**src/rtl/fpctl_pkg.sv**
```systemverilog
package fpctl_pkg;
  localparam int CTL_W = 64;
  localparam int NEXC  = 6;

  typedef enum logic [1:0] {
    RND_NEAREST = 2'b00,
    RND_POS_INF = 2'b01,
    RND_NEG_INF = 2'b10,
    RND_ZERO    = 2'b11
  } rnd_mode_e;

  localparam int EXC_INV = 0;
  localparam int EXC_DZ  = 1;
  localparam int EXC_OVF = 2;
  localparam int EXC_UNF = 3;
  localparam int EXC_INX = 4;
  localparam int EXC_IDN = 5;

  localparam int POS_ALT  = 26;
  localparam int POS_DN   = 25;
  localparam int POS_FZ   = 24;
  localparam int POS_RM   = 22;
  localparam int POS_FZH  = 19;

  function automatic int en_pos(input int idx);
    case (idx)
      EXC_INV: return 8;
      EXC_DZ:  return 9;
      EXC_OVF: return 10;
      EXC_UNF: return 11;
      EXC_INX: return 12;
      default: return 15;
    endcase
  endfunction

  function automatic logic [CTL_W-1:0] write_mask(input bit has_half,
                                                  input bit keep_vec,
                                                  input logic [NEXC-1:0] sup);
    logic [CTL_W-1:0] m;
    m = '0;
    m[26:22] = '1;
    if (keep_vec) begin
      m[21:20] = '1;
      m[18:16] = '1;
    end
    if (has_half) m[POS_FZH] = 1'b1;
    for (int i = 0; i < NEXC; i++)
      if (sup[i]) m[en_pos(i)] = 1'b1;
    return m;
  endfunction
endpackage

```
**src/rtl/fpctl_ctrl_reg.sv**
```systemverilog
module fpctl_ctrl_reg
  import fpctl_pkg::*;
#(
  parameter logic [CTL_W-1:0] RST_VAL = '0,
  parameter logic [CTL_W-1:0] MASK    = '1
) (
  input  logic             clk,
  input  logic             rst,
  input  logic             we,
  input  logic [CTL_W-1:0] wdata,
  output logic [CTL_W-1:0] q
);
  localparam logic [CTL_W-1:0] RST_MASKED = RST_VAL & MASK;

  always_ff @(posedge clk) begin
    if (rst)     q <= RST_MASKED;
    else if (we) q <= wdata & MASK;
  end

  assert_write_lands_R2: assert property (@(posedge clk) disable iff (rst)
    we |=> (q == ($past(wdata) & MASK)));

  assert_hold_without_write_R1: assert property (@(posedge clk) disable iff (rst)
    !we |=> $stable(q));
endmodule

```
**src/rtl/fpctl_mode_decode.sv**
```systemverilog
module fpctl_mode_decode
  import fpctl_pkg::*;
(
  input  logic            alt_bit,
  input  logic            dn_bit,
  input  logic            fz_bit,
  input  logic [1:0]      rm_bits,
  input  logic            fzh_bit,
  input  logic [NEXC-1:0] exc_evt,
  input  logic            evt_half,
  output rnd_mode_e       rnd_mode,
  output logic            alt_half,
  output logic            dflt_nan,
  output logic            flush_zero,
  output logic            flush_half,
  output logic [NEXC-1:0] evt_eff
);
  always_comb begin
    rnd_mode   = rnd_mode_e'(rm_bits);
    alt_half   = alt_bit;
    dflt_nan   = dn_bit;
    flush_zero = fz_bit;
    flush_half = fzh_bit;
    evt_eff    = exc_evt;
    if (evt_half && fzh_bit) evt_eff[EXC_IDN] = 1'b0;
  end
endmodule

```
**src/rtl/fpctl_exc_route.sv**
```systemverilog
module fpctl_exc_route
  import fpctl_pkg::*;
#(
  parameter int N = NEXC
) (
  input  logic         clk,
  input  logic         rst,
  input  logic [N-1:0] evt_eff,
  input  logic [N-1:0] trap_en,
  input  logic         sts_we,
  input  logic [N-1:0] sts_wdata,
  output logic [N-1:0] flags,
  output logic         trap_req,
  output logic [N-1:0] trap_cause
);
  logic [N-1:0] trapped;

  for (genvar i = 0; i < N; i++) begin : g_exc
    assign trapped[i] = evt_eff[i] & trap_en[i];

    always_ff @(posedge clk) begin
      if (rst)
        flags[i] <= 1'b0;
      else if (evt_eff[i] && !trap_en[i])
        flags[i] <= 1'b1;
      else if (sts_we)
        flags[i] <= sts_wdata[i];
    end

    assert_untrapped_sets_flag_R7: assert property (@(posedge clk) disable iff (rst)
      (evt_eff[i] && !trap_en[i]) |=> flags[i]);

    assert_trapped_keeps_flag_R8: assert property (@(posedge clk) disable iff (rst)
      (evt_eff[i] && trap_en[i] && !sts_we) |=> $stable(flags[i]));

    assert_flag_sticky_R9: assert property (@(posedge clk) disable iff (rst)
      (flags[i] && !sts_we) |=> flags[i]);
  end

  always_ff @(posedge clk) begin
    if (rst) begin
      trap_req   <= 1'b0;
      trap_cause <= '0;
    end else begin
      trap_req   <= |trapped;
      trap_cause <= trapped;
    end
  end

  assert_trap_or_R12: assert property (@(posedge clk) disable iff (rst)
    (|(evt_eff & trap_en)) |=> trap_req);

  assert_trap_pulse_R8: assert property (@(posedge clk) disable iff (rst)
    (evt_eff == '0) |=> (!trap_req && trap_cause == '0));
endmodule

```
**src/rtl/fpctl_trap_router.sv**
```systemverilog
module fpctl_trap_router
  import fpctl_pkg::*;
#(
  parameter logic [63:0] RST_CTRL        = 64'hFFFF_0000_0040_0000,
  parameter bit          HAS_HALF        = 1'b1,
  parameter bit          KEEP_VEC_FIELDS = 1'b1,
  parameter logic [5:0]  EXC_SUPPORT     = 6'b01_1111
) (
  input  logic        clk,
  input  logic        rst,
  input  logic        ctl_we,
  input  logic [63:0] ctl_wdata,
  output logic [63:0] ctl_rdata,
  input  logic        sts_we,
  input  logic [5:0]  sts_wdata,
  output logic [5:0]  sts_rdata,
  input  logic [5:0]  exc_evt,
  input  logic        evt_half,
  output logic        trap_req,
  output logic [5:0]  trap_cause,
  output logic [1:0]  rnd_mode,
  output logic        alt_half,
  output logic        dflt_nan,
  output logic        flush_zero,
  output logic        flush_half
);
  localparam logic [CTL_W-1:0] WMASK = write_mask(HAS_HALF, KEEP_VEC_FIELDS, EXC_SUPPORT);

  logic [CTL_W-1:0] ctl_q;
  logic [NEXC-1:0]  trap_en;
  logic [NEXC-1:0]  evt_eff;
  rnd_mode_e        rm_dec;

  fpctl_ctrl_reg #(.RST_VAL(RST_CTRL), .MASK(WMASK)) u_reg (
    .clk(clk), .rst(rst), .we(ctl_we), .wdata(ctl_wdata), .q(ctl_q)
  );

  always_comb
    for (int i = 0; i < NEXC; i++) trap_en[i] = ctl_q[en_pos(i)];

  fpctl_mode_decode u_dec (
    .alt_bit(ctl_q[POS_ALT]), .dn_bit(ctl_q[POS_DN]), .fz_bit(ctl_q[POS_FZ]),
    .rm_bits(ctl_q[POS_RM+1:POS_RM]), .fzh_bit(ctl_q[POS_FZH]),
    .exc_evt(exc_evt), .evt_half(evt_half),
    .rnd_mode(rm_dec), .alt_half(alt_half), .dflt_nan(dflt_nan),
    .flush_zero(flush_zero), .flush_half(flush_half), .evt_eff(evt_eff)
  );

  fpctl_exc_route #(.N(NEXC)) u_route (
    .clk(clk), .rst(rst), .evt_eff(evt_eff), .trap_en(trap_en),
    .sts_we(sts_we), .sts_wdata(sts_wdata), .flags(sts_rdata),
    .trap_req(trap_req), .trap_cause(trap_cause)
  );

  assign ctl_rdata = ctl_q;
  assign rnd_mode  = rm_dec;

  assert_flushed_half_silent_R10: assert property (@(posedge clk) disable iff (rst)
    (exc_evt[EXC_IDN] && evt_half && flush_half && !sts_we && !sts_rdata[EXC_IDN])
      |=> (!sts_rdata[EXC_IDN] && !trap_cause[EXC_IDN]));

  assert_unsupported_untrapped_R6: assert property (@(posedge clk) disable iff (rst)
    (exc_evt[EXC_IDN] && !evt_half && !EXC_SUPPORT[EXC_IDN]) |=> sts_rdata[EXC_IDN]);

  assert_vec_fields_inert_R4: assert property (@(posedge clk) disable iff (rst)
    (ctl_we && (ctl_wdata[26:22] == ctl_q[26:22]) && (ctl_wdata[19] == ctl_q[19]))
      |=> ($stable(rnd_mode) && $stable(alt_half) && $stable(flush_zero) && $stable(dflt_nan)));
endmodule

```
**config.mk**
```make
export PLATFORM = sky130hd
export DESIGN_NAME = fpctl_trap_router
export DESIGN_NICKNAME = d
export VERILOG_FILES = /design/src/rtl/fpctl_pkg.sv /design/src/rtl/fpctl_ctrl_reg.sv /design/src/rtl/fpctl_mode_decode.sv /design/src/rtl/fpctl_exc_route.sv /design/src/rtl/fpctl_trap_router.sv
export SDC_FILE = /design/constraint.sdc
export NUM_CORES = 1
export LEC_CHECK = 0
export CORE_MARGIN = 2
export CORE_UTILIZATION = 25
export DETAILED_ROUTE_END_ITERATION = 10
export PLACE_DENSITY = 0.76
export SYNTH_ARGS = -nofsm -noshare
export SYNTH_HDL_FRONTEND = slang
export SYNTH_HIERARCHICAL = 1
export SYNTH_SLANG_ARGS = --single-unit
```
**constraint.sdc**
```tcl
create_clock -name clk -period 0.8 [get_ports clk]
set_input_delay 0.08 -clock clk [delete_from_list [all_inputs] [get_ports clk]]
set_output_delay 0.08 -clock clk [all_outputs]
set_load 0.05 [all_outputs]
```
Word-level counts from Yosys, hierarchy flattened. Cells that the tools add are included.

Register bits after elaboration: 28. Logic and storage cells: 45. Output and inout port bits: 83. Input bits: 81.

Reductions and logical operators: 18. Muxes and demuxes: 13. Bitwise gates (word level): 5.

Operator list (count): 2-to-1 mux 1 bit (13); nonzero test 2 bit (6); logical AND 1 bit (6); bitwise AND 1 bit (5); zero test 1 bit (5); OR reduction 5 bit (1).

Logic depth before layout (Yosys ltp).
Depth after elaboration: 3. Mapped depth: 4. Depth with buffers taken out: 3.

Modules after synthesis. The synthesis kept the hierarchy.

By module, submodules not included: fpctl_ctrl_reg (cells each 101, area each 945.9 um^2, times used 1); fpctl_exc_route (cells each 48, area each 473.0 um^2, times used 1); fpctl_mode_decode (cells each 12, area each 93.8 um^2, times used 1).

Worst setup path before layout. Ideal clock, no wire load.

Kind: register to register. From: register u_reg.q[11]. To: register u_route.trap_req. Slack: -0.300 ns. Library setup time: 0.081 ns. Clock period less this slack: 1.100 ns. Data required time: 0.719 ns. Cell stages (with the launch flop): 3. Path buffers: 0. Arrival: 1.020 ns. Path through: dfxtp_1 -> a22oi_1 -> a41oi_1.

Longest elaborated chain between the ends: 2.

Ends and longest elaborated chain: start, declared (line fpctl_ctrl_reg.sv:11) `output logic [CTL_W-1:0] q`; start signal, assigned (line fpctl_ctrl_reg.sv:17) `else if (we) q <= wdata & MASK;`; bitwise AND 1 bit (line fpctl_exc_route.sv:19) `assign trapped[i] = evt_eff[i] & trap_en[i];`; OR reduction 5 bit (line fpctl_exc_route.sv:45) `trap_req <= |trapped;`; end signal, assigned (line fpctl_exc_route.sv:45); end, declared (line fpctl_exc_route.sv:13) `output logic trap_req,`.

Every way passes these cells. A chain may end at the register's enable or synchronous reset.

Worst setup path in the final report.
From: register u_reg.q[19]. To: output port flush_half.

RTL lines: end, declared (line fpctl_trap_router.sv:25) `output logic flush_half`.

No word-level cell between the ends.

==> impl_results.md <==
- Status: finished with violations
- Failing checks: setup timing
- Final Max Tran Viols: 0
- Top Layer Used: met4
- Final hold violation count: 0
- Die Span Y: 81.8 microns
- Initial DRT Pass Iterations: 4
- Fin crit share: 1.20
- Crit path kind: flop to output pin
- Die area: 6690 sq um
- # setup viols final: 40
- VDD IR max: around 0.97 mV
- Met1 wire length: 1180 microns
- Post-route total power: 4.60 mW
- Synth-to-layout area growth: 83.0%
- GP Congestion: 0.660
- Drt drc: 0
- Initial Utilization: 0.257
- CTS H-tree depth: 2
- Multi-input combinational cell area: ~670 sq um
- Diode count: 0
- Critical Path Slowest Stage Cell: dfxtp_4
- Fin crit period: approximately 0.96 ns
- Detailed Place HPWL: between 2000 and 3000 microns
- Unique masters post-synth: 17
- Met3 WL: 385 microns
- Nets: 320
- Worst skew pair latency: 0.27 ns
- Core area: ~6000 sq um
- Routed via count: between 1k and 1.5k
- CTS buffer count: 5
- Endpoint type of the worst setup path: output pin
- Initial antenna violation count: 0
- Cells after Synth: about 160
- Number of fill cells: approximately 550
- Hold_buf cts: 0
- Clock transition at the registers of the reported paths: roughly 0.060 ns
- Max Fanout on Critical Path: 2
- RSZ-0062 raised after global routing: true
- Leak: roughly 1.3 nW
- Vias per cell: 3.71
- R2r startpoint: u_reg/q[11]
- Fmax: 1050 MHz
- IO Port Bufs: 67
- Worst hold path class: input port to flop
- Root Driver: clkbuf_8
- Largest buffer count on any clock path: 2
- Warnings from Yosys: 6
- Maxcap violations: 0
- Clk sink count: 29
- Max stage delay on crit path: 0.34 ns
- Flops & latches, synth: 29
- Post-route ant nets: 0
- Fraction of layout cells with a size suffix above 1: 0.438
- Total wire length: 3420 microns
- CTS tree: done
- Number of global-route vias before repair: 1050
- Number of I/O pins: 164
- First-pass GRT wire length: 4940 microns
- WL/cell: between 10 and 15 microns
- DR iter-0 viols: 18
- Fin worst setup slack: -0.156 ns
- Register area: 644 sq um
- Largest net degree at the start of global routing: 17
- # rows: 28
- Tot GR Track Use: 0.101
- Most common cell after layout, fill and taps aside: conb_1
- Required @ worst endpoint: 0.72 ns
- Crit path DAT: 0.88 ns
- Worst slack at placement: -0.377 ns
- Crit-path cells: buf_6 -> buf_12
- Power per cell area: 1660 nW/um^2
- Syn Area/Cell: 9.40 sq um
- Clock Skew: between 0.002 and 0.0025 ns
- Sequential share of the synthesized area: 0.384
- Hold Startpoint: rst
- Setup crit start: u_reg/q[19]
- Commonest cells after routing, fill and taps aside: 48 x conb_1, 38 x buf_12, 29 x clkdlybuf4s50_1, 21 x nor2_1, 20 x mux2i_1
- Die W: 81.8 microns
- Startpoint types: flop
- Synth Cell Area: 1510 sq um
- Remaining Overflow, GRT: 0
- Met2 wire length: approximately 1800 microns
per-stage QoR:
stage	hold WS, ns	TNS (ns)	instance area, sq um	utilization	instances
finish	0.301	-2.57	2770	0.470	315
global route	0.313	-3.85	2770	0.470	315
CTS	0.302	-3.04	2710	0.460	313
detailed placement	0.467	-8.90	2490	0.423	298
global placement	0.458	-8.40	2490	0.423	298
floorplan	0.142	-0.0763	1740	-	208
final cells by class:
class / count / area share
tap: 75 / 0.0339
sequential: 29 / 0.233
clock inverter: 2 / 0.00362
multi-input combinational: 114 / 0.241
clock buffer: 6 / 0.0262
timing repair buffer: 89 / 0.462
what timing repair did:
| item | 4_1_cts | 5_1_grt |
|---|---|---|
| hold endpoints to repair | 0 | 0 |
| cloned | 1 | 0 |
| pin swaps | 4 | 6 |
| endpoints found under the setup margin | 58 | 50 |
| buffers inserted | 6 | 2 |
| resized for setup | 22 | 11 |
synth_stat cells, drive strengths merged:
| library cell | n | area (sq um) |
|---|---|---|
| a21boi | 1 | 11.3 |
| nor2 | 21 | 78.8 |
| a22oi | 2 | 15.0 |
| clkbuf | 1 | 3.75 |
| buf | 64 | 495 |
| a211o | 1 | 8.76 |
| nor2b | 1 | 6.26 |
| mux2i | 21 | 210 |
| dfxtp | 29 | 581 |
| conb | 1 | 3.75 |
| a21oi | 6 | 30.0 |
| a41oi | 1 | 8.76 |
| nand2b | 6 | 37.5 |
| nand2 | 6 | 22.5 |
cells by family (layout without fill, tap and decap cells):
logic type | Yosys count | in the layout | share of synthesized area
compound gates | 11 | 11 | 0.0488
mux | 21 | 21 | 0.139
buf+inv | 65 | 97 | 0.330
flops | 29 | 29 | 0.384
other cells | 1 | 48 | 0.00248
simple gates | 34 | 34 | 0.0960
sequential cells by signal, indices dropped and copies added, names as in the netlist:
signal	flops
u_reg/q	16
u_route/flags	6
u_route/trap_cause	6
u_route/trap_req	1
report_power, final:
group	total, mW	switching (mW)	internal [mW]
Sequential	1.63	0.0971	1.53
Clock	1.13	0.527	0.601
Combinational	1.85	1.09	0.755
Total	4.60	1.72	2.89
per-layer routing:
layer	vias to the layer above	track usage
met5	-	0
met4	0	0.0400
met1	526	0.101
li1	566	-
met2	73	0.183
met3	4	0.0429
worst paths after layout:
path / depth (start not counted) / slack, ns / end
setup / recovery: 2 / -0.16 / flush_half
hold / removal: 2 / 0.30 / u_reg/q[22]
setup reg to reg: 3 / -0.10 / u_route/trap_req
hold reg to reg: 2 / 0.53 / u_reg/q[21]
critical path: cells and delay by family, from the launching register on:
| family | cells | cell delay, ns |
|---|---|---|
| flops | 1 | 0.34 |
| buf+inv | 2 | 0.26 |
Power figures use the tool's default switching activity.
